===== config.mk =====
export PLATFORM = sky130hd
export DESIGN_NAME = voice_stage_fifo
export DESIGN_NICKNAME = d
export VERILOG_FILES = /design/src/rtl/vsf_pkg.sv /design/src/rtl/vsf_store.sv /design/src/rtl/vsf_level.sv /design/src/rtl/vsf_status.sv /design/src/rtl/voice_stage_fifo.sv
export SDC_FILE = /design/constraint.sdc
export NUM_CORES = 1
export LEC_CHECK = 0
export BUFFER_PORTS_ARGS = -buffer_cell sky130_fd_sc_hd__buf_2
export CORE_MARGIN = 4
export CORE_UTILIZATION = 55
export CTS_CLUSTER_DIAMETER = 60
export DETAILED_ROUTE_END_ITERATION = 6
export PLACE_DENSITY_LB_ADDON = 0.25
export SETUP_SLACK_MARGIN = 0.2
export SYNTH_ARGS = -nofsm -noshare
export SYNTH_HDL_FRONTEND = slang
export SYNTH_SLANG_ARGS = --single-unit

===== constraint.sdc =====
create_clock -name clk -period 2.5 [get_ports clk]
set_clock_uncertainty 0.15 [all_clocks]
set_input_delay 0.5 -clock clk [delete_from_list [all_inputs] [get_ports clk]]
set_output_delay 0.5 -clock clk [all_outputs]
set_load 0.02 [all_outputs]

===== src/rtl/vsf_pkg.sv =====
package vsf_pkg;

  typedef struct packed {
    logic talk;
    logic low;
    logic empty;
    logic ovf;
  } vsf_flags_t;

  localparam int STAT_W = 8;

  function automatic logic [STAT_W-1:0] pack_status(vsf_flags_t f);
    return {f.talk, f.low, f.empty, f.ovf, 4'b0000};
  endfunction

endpackage


===== src/rtl/vsf_store.sv =====
module vsf_store #(
  parameter int DATA_W = 8,
  parameter int DEPTH  = 16
) (
  input  logic              clk,
  input  logic              rst_n,
  input  logic              push,
  input  logic              pop,
  input  logic [DATA_W-1:0] wdata,
  output logic [DATA_W-1:0] head
);

  localparam int PTR_W = (DEPTH > 1) ? $clog2(DEPTH) : 1;
  localparam logic [PTR_W-1:0] LAST = PTR_W'(DEPTH - 1);

  logic [DATA_W-1:0] mem_q [DEPTH];
  logic [PTR_W-1:0]  wr_q, wr_d;
  logic [PTR_W-1:0]  rd_q, rd_d;

  function automatic logic [PTR_W-1:0] bump(input logic [PTR_W-1:0] p);
    return (p == LAST) ? '0 : p + 1'b1;
  endfunction

  always_comb begin
    wr_d = wr_q;
    rd_d = rd_q;
    if (push) wr_d = bump(wr_q);
    if (pop)  rd_d = bump(rd_q);
  end

  always_ff @(posedge clk or negedge rst_n) begin
    if (!rst_n) begin
      wr_q <= '0;
      rd_q <= '0;
    end else begin
      wr_q <= wr_d;
      rd_q <= rd_d;
    end
  end

  // storage cells carry no reset; each has its own write enable
  for (genvar i = 0; i < DEPTH; i++) begin : g_cell
    logic cell_we;
    assign cell_we = push && (wr_q == PTR_W'(i));
    always_ff @(posedge clk) begin
      if (cell_we) mem_q[i] <= wdata;
    end
  end

  assign head = mem_q[rd_q];

endmodule


===== src/rtl/vsf_level.sv =====
module vsf_level #(
  parameter int DEPTH = 16,
  localparam int CNT_W = $clog2(DEPTH + 1)
) (
  input  logic             clk,
  input  logic             rst_n,
  input  logic             push,
  input  logic             pop,
  output logic [CNT_W-1:0] level,
  output logic             full,
  output logic             empty
);

  logic [CNT_W-1:0] lvl_q, lvl_d;

  always_comb begin
    lvl_d = lvl_q;
    unique case ({push, pop})
      2'b10:   lvl_d = lvl_q + 1'b1;
      2'b01:   lvl_d = lvl_q - 1'b1;
      default: lvl_d = lvl_q;
    endcase
  end

  always_ff @(posedge clk or negedge rst_n) begin
    if (!rst_n) lvl_q <= '0;
    else        lvl_q <= lvl_d;
  end

  assign level = lvl_q;
  assign full  = (lvl_q == CNT_W'(DEPTH));
  assign empty = (lvl_q == '0);

endmodule


===== src/rtl/vsf_status.sv =====
module vsf_status
  import vsf_pkg::*;
#(
  parameter int DEPTH    = 16,
  parameter int LOW_MARK = 8,
  localparam int CNT_W = $clog2(DEPTH + 1)
) (
  input  logic             clk,
  input  logic             rst_n,
  input  logic [CNT_W-1:0] level,
  input  logic             engine_idle,
  input  logic             drop,
  input  logic             clr_ovf,
  output vsf_flags_t       flags,
  output logic             irq
);

  logic ovf_q, ovf_d;
  logic is_zero;

  always_comb begin
    ovf_d = ovf_q;
    if (clr_ovf) ovf_d = 1'b0;
    if (drop)    ovf_d = 1'b1;
  end

  always_ff @(posedge clk or negedge rst_n) begin
    if (!rst_n) ovf_q <= 1'b0;
    else        ovf_q <= ovf_d;
  end

  always_comb begin
    is_zero     = (level == '0);
    flags.empty = is_zero;
    flags.low   = !is_zero && (level <= CNT_W'(LOW_MARK));
    flags.talk  = is_zero && engine_idle;
    flags.ovf   = ovf_q;
    irq         = flags.talk | flags.low | flags.empty;
  end

endmodule


===== src/rtl/voice_stage_fifo.sv =====
module voice_stage_fifo
  import vsf_pkg::*;
#(
  parameter int DATA_W   = 8,
  parameter int DEPTH    = 16,
  parameter int LOW_MARK = 8
) (
  input  logic              clk,
  input  logic              rst_n,
  input  logic              wr_en,
  input  logic [DATA_W-1:0] wr_data,
  output logic              wr_ready,
  input  logic              rd_en,
  output logic [DATA_W-1:0] rd_data,
  output logic              rd_valid,
  input  logic              engine_idle,
  input  logic              stat_rd,
  output logic [STAT_W-1:0] stat_data,
  output logic              irq
);

  localparam int CNT_W = $clog2(DEPTH + 1);

  logic             rst_meta_q, rst_sync_n;
  logic             push, pop, drop;
  logic             full, empty;
  logic [CNT_W-1:0] level_q;
  vsf_flags_t       flags;

  // asynchronous assertion, synchronous release
  always_ff @(posedge clk or negedge rst_n) begin
    if (!rst_n) begin
      rst_meta_q <= 1'b0;
      rst_sync_n <= 1'b0;
    end else begin
      rst_meta_q <= 1'b1;
      rst_sync_n <= rst_meta_q;
    end
  end

  assign push = wr_en && !full;
  assign drop = wr_en &&  full;
  assign pop  = rd_en && !empty;

  vsf_store #(.DATA_W(DATA_W), .DEPTH(DEPTH)) u_store (
    .clk   (clk),
    .rst_n (rst_sync_n),
    .push  (push),
    .pop   (pop),
    .wdata (wr_data),
    .head  (rd_data)
  );

  vsf_level #(.DEPTH(DEPTH)) u_level (
    .clk   (clk),
    .rst_n (rst_sync_n),
    .push  (push),
    .pop   (pop),
    .level (level_q),
    .full  (full),
    .empty (empty)
  );

  vsf_status #(.DEPTH(DEPTH), .LOW_MARK(LOW_MARK)) u_status (
    .clk         (clk),
    .rst_n       (rst_sync_n),
    .level       (level_q),
    .engine_idle (engine_idle),
    .drop        (drop),
    .clr_ovf     (stat_rd),
    .flags       (flags),
    .irq         (irq)
  );

  assign wr_ready  = !full;
  assign rd_valid  = !empty;
  assign stat_data = pack_status(flags);

endmodule


==> impl_results.md, run 1 <==
- Status: finished, violations left
- Violated checks: negative setup slack
- Gpl congestion: 0.7802
- Synth-to-layout area growth: 24.42%
- Worst Path Required: 1850 ps
- First-pass GRT wire length: 19.80 mm
- Synth Cell Area: 5978 µm²
- Pins over their slew limit: 0
- Primary FF master, synth: edfxtp_1
- Period utilization: 117.1%
- Fmax: 341.5 MHz
- Core area: 10,460 µm²
- Reg area: 4247 µm²
- Root buffer cell: clkbuf_8
- Leading area contributor after synthesis: edfxtp_1
- Drt first pass iters: 4
- Hpwl dp: 7.738 mm
- Dpl cells: 512
- ANT nets after route: 0
- Worst Max-Slew Pin Slew: 620.8 ps
- Async S/R FF share, synth: 11.11%
- Layout Nets: 435
- Slack of the critical path: -427.9 ps
- # H-tree levels: 4
- Worst-path clk slew: 60 ps
- Max VDD drop: 716.8 µV
- Maxcap violations: 0
- Worst R2R Start: u_level.level[1]
- Worst EP arrival: 2280 ps
- Top cells by area, synth: edfxtp_1, mux4_2, dfrtp_1
- Via Count: 3,271
- Area of the multi-input gates: 1717 µm²
- Number of flops mapped to enable cells by yosys: 128
- # port buffers: 28
- CP max FO: 6
- Pwr Density: 1226 nW/µm²
- Final instance area: 7438 µm²
- Share of the synthesized area in the top cell type: 64.29%
- Detailed Route WL: 12.91 mm
- 1st-iter DRT viols: 249
- Pre-CTS setup slack: 12.62 ps
- Avg Vias per Cell: 5.820
- Clock Latency Late Sink: 520 ps
- Worst setup EP type: primary output
- Crit path time final: 2928 ps
- DRC: 0
- Worst hold margin: 24.29 ps
- Chip height: 112.3 µm
- Cells after synthesis: 337
- R2R Setup Slk: -40 ps
- Worst Hold Launch: stat_rd
- Longest Clk Path Bufs: 2
- Synthesis-stage register bit count: 144
- Hold EP: u_status.ovf_q
- Core Rows: 37
- Post-Syn Area per Cell: 17.74 µm²
- Fill cell count: 658
- Wire per inst: 22.97 µm
- Synth cell types: 42
- R2R cell count: 12
- Yosys warns: 0
- Vias in the first global route: 3,366
- Initial antenna violation count: 0
- Placed Area: 6454 µm²
- Finished Core Util: 71.10%
- GR Util All Layers: 21.59%
- Ant. Diodes: 0
- Sink Count: 144
- Worst Setup Start Kind: register
- Die area: 12,600 µm²
- IO Count: 33
- Layout cells sized above 1: 38.50%
- TritonCTS buffer count: 17
- FF-to-FF End: u_level.level[4]
- Largest net degree at the start of global routing: 24
- Non-filler cells, final: 562
- Setup violators final: 12
- Global route overflow: 0
- CTS tree: yes
- Relative slew slack: 58.61%
- Hold depth: 2
- Initial Util: 57.14%
- Hold Crit Class: in -> reg
- Static Leak: 2.684 nW
- Final hold viol count: 0
- Die width: 112.3 µm
- Setup CP Type: reg -> out
- RSZ-0062 raised after global routing: yes
- Most instantiated library cell after synthesis: edfxtp_1
- Commonest cells post-synth: edfxtp_1, mux2i_1, mux4_2
- Post-synthesis sequential area ratio: 70.99%
[power breakdown]
group	internal, W	switching [W]	total (W)
Combinational	0.00157	0.00180	0.00337
Sequential	0.00293	0.000197	0.00312
Clock	0.00170	0.000920	0.00262
Total	0.00620	0.00292	0.00912
[cells in the final DEF (no fill, tap or decap), drive strengths merged, types with 9 or more instances in the layout]
master | Yosys | final
nor2 | 15 | 15
nand2 | 9 | 9
clkbuf | 1 | 18
o21ai | 13 | 13
a22oi | 9 | 9
dfrtp | 16 | 16
mux2i | 24 | 24
edfxtp | 128 | 128
buf | 23 | 77
mux4 | 24 | 24
[state kept, by name (all words and copies together) (netlist names)]
signal,cells
rst_sync_n,1
u_store.wr_q,4
rst_meta_q,1
u_level.level,5
u_status.ovf_q,1
u_store.rd_q,4
u_store.mem_q,128
[final cells by class]
| type | instances | share of cell area, % |
|---|---|---|
| sequential | 144 | 57.09 |
| clock inverter | 14 | 2.624 |
| tap | 136 | 2.288 |
| timing repair buffer | 78 | 8.881 |
| clock buffer | 18 | 5.618 |
| multi-input combinational | 165 | 23.08 |
| inverter | 7 | 0.4205 |
[stage by stage]
| step | power [W] | setup TNS [ps] |
|---|---|---|
| after floorplan | 0.005091 | -110.4 |
| after global placement | 0.005930 | 0 |
| after detailed placement | 0.006003 | 0 |
| after CTS | 0.008942 | -2997 |
| after global routing | 0.009517 | -4095 |
| final | 0.009118 | -2940 |
[metal layers]
| metal | part of all wire (%) | vias to the layer above | GRT usage, % |
|---|---|---|---|
| li1 | - | 1471 | - |
| met1 | 41 | 1697 | 27.88 |
| met2 | 52 | 82 | 36.95 |
| met3 | 5.3 | 21 | 4.582 |
| met4 | 1.4 | 0 | 6.811 |
| met5 | 0 | - | 0 |
[cells by family (layout without fill, tap and decap cells)]
kind of cell / count (synthesis) / in the layout / synth area share (%)
flip-flops: 144 / 144 / 70.99
multiplexers: 51 / 51 / 13.62
AND/OR/NAND/NOR: 48 / 48 / 4.165
AO/OA/AOI/OAI: 44 / 44 / 5.065
buffers and inverters: 31 / 117 / 3.035
XOR/XNOR: 9 / 9 / 1.319
adder cells (fa/ha/maj): 8 / 8 / 1.674
other: 2 / 5 / 0.1256
[worst max-delay path by stage]
stage	from	end	slack [ps]	depth (start not counted)
final	u_store.rd_q[0]	rd_data[0]	-430	6
after global routing	u_store.rd_q[0]	rd_data[1]	-490	5
after CTS	u_store.rd_q[0]	rd_data[0]	-390	6
after detailed placement	u_level.level[2]	u_level.level[4]	10	11
after global placement	u_level.level[2]	u_level.level[4]	110	11
after floorplan	u_level.level[2]	u_level.level[4]	-90	13
[worst max-delay path, cell delays in order (launching register included)]
cell and delay [ps]:
dfrtp_2 430, buf_6 140, buf_16 130, mux4_2 510
a32oi_1 240, o21ai_1 130, buf_4 180
[timing repair]
action / in CTS / in global routing
setup endpoints to repair: 16 / 18
pin swaps: 4 / 13
hold buffers: 1 / 0
hold endpoints to repair: 2 / 0
gates resized for setup: 33 / 19
gates cloned: 1 / 0
buffers inserted: 7 / 9
No activity file was read; power rests on OpenSTA's default activity.
==> run 2, diff against run 1 <==
- SKIP_CTS_REPAIR_TIMING: default -> 1
==> run 2 against run 1 <==
  * The run still ends with negative setup slack left
  * Via count is 0.43% lower
  * Die area stayed put
  * Count of clock-buffer cells in the layout stayed put
  * First-iteration DRC count is 8.0% lower
  * Clock power hardly changed
  * Non-clock buffer count is 1 lower
  * Combinational power is 5% lower
  * Worst setup slack better by 67 ps
  * Utilization is 0.99 points lower
  * Hold slack hardly changed
==> impl_results.md, run 2 (synthesized netlist as in run 1, its figures left out) <==
- Max reg flops: 128 (unchanged)
- 1st-iter DRT viols: 229 (was 249)
- Cell family with most CP delay: multiplexers (unchanged)
- CTS tree: yes (unchanged)
- Slack of the critical path: -360.6 ps (was -427.9 ps)
- Hpwl dp: 7.738 mm (unchanged)
- Avg Vias per Cell: 5.806 (was 5.820)
- Drt first pass iters: 4 (unchanged)
- Crit path time final: 2861 ps (was 2928 ps)
- Power share of the clock group: 29.2% (was 28.7%)
- Initial Util: 57.14% (unchanged)
- Via Count: 3,257 (was 3,271)
- Int Pwr: 0.006124 W (was 0.006201 W)
- IO Count: 33 (unchanged)
- GR Util All Layers: 20.67% (was 21.59%)
- Period utilization: 114.4% (was 117.1%)
- Synth-to-layout area growth: 22.69% (was 24.42%)
- Chip height: 112.3 µm (unchanged)
- Worst Max-Slew Pin Slew: 596.4 ps (was 620.8 ps)
- Layout Nets: 434 (was 435)
- Area of the multi-input gates: 1658 µm² (was 1717 µm²)
- Worst R2R Start: u_level.level[1] (unchanged)
- Vias in the first global route: 3,288 (was 3,366)
- Layout cells sized above 1: 36.71% (was 38.50%)
- CP max FO: 13 (was 6)
- Setup violators final: 10 (was 12)
- End point of the critical path: rd_data[5] (was rd_data[0])
- Top flop regs: u_store.mem_q: 128 flops, u_level.level: 5 flops (unchanged)
- Pre-CTS setup slack: 12.62 ps (unchanged)
- # port buffers: 28 (unchanged)
- Crit-path cells: buf_12 -> mux4_2 -> a32oi_1 -> o21ai_1 -> buf_2 (was buf_6 -> buf_16 -> mux4_2 -> a32oi_1 -> o21ai_1 -> buf_4)
- Core area: 10,460 µm² (unchanged)
- Clock Latency Late Sink: 520 ps (about the same)
- Pwr Density: 1217 nW/µm² (was 1226 nW/µm²)
- First-pass GRT wire length: 19.04 mm (was 19.80 mm)
- Core Rows: 37 (unchanged)
- Critical Path Max Stage Delay: 560 ps (was 510 ps)
- TritonCTS buffer count: 17 (unchanged)
- Violated checks: negative setup slack (unchanged)
- Maxcap violations: 0 (unchanged)
- Global route overflow: 0 (unchanged)
- Ant. Diodes: 0 (unchanged)
- Worst Setup Start Kind: register (unchanged)
- Max VDD drop: 665.9 µV (was 716.8 µV)
- Net Sw Frac: 31.39% (was 32.00%)
- P_sw: 0.002802 W (was 0.002917 W)
- Most frequent cells in the layout: edfxtp_1, buf_4, mux4_2, mux2i_1, buf_2 (unchanged)
- # H-tree levels: 4 (unchanged)
- Biggest register: u_store.mem_q (unchanged)
- Hold Crit Class: in -> reg (unchanged)
- RSZ-0062 raised after global routing: yes (unchanged)
- Reg area: 4247 µm² (unchanged)
- Longest Clk Path Bufs: 2 (unchanged)
- Stages on the worst setup path: 5 (was 6)
- Final hold viol count: 0 (unchanged)
- Worst EP arrival: 2210 ps (was 2280 ps)
- Worst setup EP type: primary output (unchanged)
- Relative slew slack: 60.24% (was 58.61%)
- Root buffer cell: clkbuf_8 (unchanged)
- Worst Path Buf+Inv: 2 (was 3)
- Wire per inst: 22.10 µm (was 22.97 µm)
- Worst setup path start: u_store.rd_q[0] (unchanged)
- Share of power burned in combinational logic: 35.8% (was 37.0%)
- Largest net degree at the start of global routing: 24 (unchanged)
- DRC: 0 (unchanged)
- Sink Count: 144 (unchanged)
- Detailed Route WL: 12.40 mm (was 12.91 mm)
- Static Leak: 2.655 nW (was 2.684 nW)
- Finished Core Util: 70.10% (was 71.10%)
- Most common cell after layout, fill and taps aside: edfxtp_1 (unchanged)
- ANT nets after route: 0 (unchanged)
- Fill cell count: 673 (was 658)
- Placed Area: 6454 µm² (unchanged)
- Die width: 112.3 µm (unchanged)
- R2R Setup Slk: -20 ps (was -40 ps)
- R2R cell count: 12 (unchanged)
- Worst-path clk slew: 60 ps (about the same)
- Sequential share of power: 34.9% (was 34.3%)
- Initial antenna violation count: 0 (unchanged)
- Final instance area: 7335 µm² (was 7438 µm²)
- Gpl congestion: 0.7802 (unchanged)
- Worst Path Required: 1850 ps (about the same)
- Setup CP Type: reg -> out (unchanged)
- Status: finished, violations left (unchanged)
- FF-to-FF End: u_level.level[4] (unchanged)
- Die area: 12,600 µm² (unchanged)
- Fmax: 349.6 MHz (was 341.5 MHz)
- Slowest library cell on the worst path: mux4_2 (unchanged)
- Pins over their slew limit: 0 (unchanged)
## run 2: worst min-delay path by stage
stage	start	slack [ps]	endpoint	cells past startpoint
final	stat_rd	20	u_status.ovf_q	2
after CTS	rst_n	-420	rst_meta_q	1
after detailed placement	rst_sync_n	110	u_status.ovf_q	0
after floorplan	rst_sync_n	20	u_level.level[0]	0
after global routing	stat_rd	50	u_status.ovf_q	2
after global placement	rst_sync_n	100	u_store.wr_q[1]	0
## run 2: metal layers
metal	GRT usage, %	part of all wire, %
met2	33.89	52
met1	27.69	42
met5	0	0
met3	4.582	4.6
met4	7.131	1.6
## run 2: power by group through the flow
| stage | Sequential, W | Clock, W | Combinational (W) |
|---|---|---|---|
| final | 0.00312 | 0.00261 | 0.00320 |
| after detailed placement | 0.00315 | 0 | 0.00285 |
| after floorplan | 0.00309 | 0 | 0.00200 |
| after CTS | 0.00311 | 0.00265 | 0.00288 |
| after global placement | 0.00313 | 0 | 0.00279 |
| after global routing | 0.00315 | 0.00277 | 0.00342 |
## run 2: area by class of cell
| class | count | share of cell area (%) |
|---|---|---|
| Clock buffer | 18 | 5.698 |
| Clock inverter | 14 | 2.661 |
| Inverter | 7 | 0.4265 |
| Multi-Input combinational cell | 165 | 22.60 |
| Sequential cell | 144 | 57.90 |
| Tap cell | 136 | 2.320 |
| Timing Repair Buffer | 77 | 8.393 |
## run 2: stage by stage
stage | std cells | hold WS [ps] | total power [W] | setup TNS (ps)
6_report | 561 | 23.89 | 0.008927 | -2757
5_1_grt | 561 | 47.90 | 0.009339 | -3738
4_1_cts | 544 | -419.9 | 0.008642 | -3503
3_5_place_dp | 512 | 114.0 | 0.006003 | 0
3_3_place_gp | 512 | 101.8 | 0.005930 | 0
2_1_floorplan | 340 | 23.51 | 0.005091 | -110.4
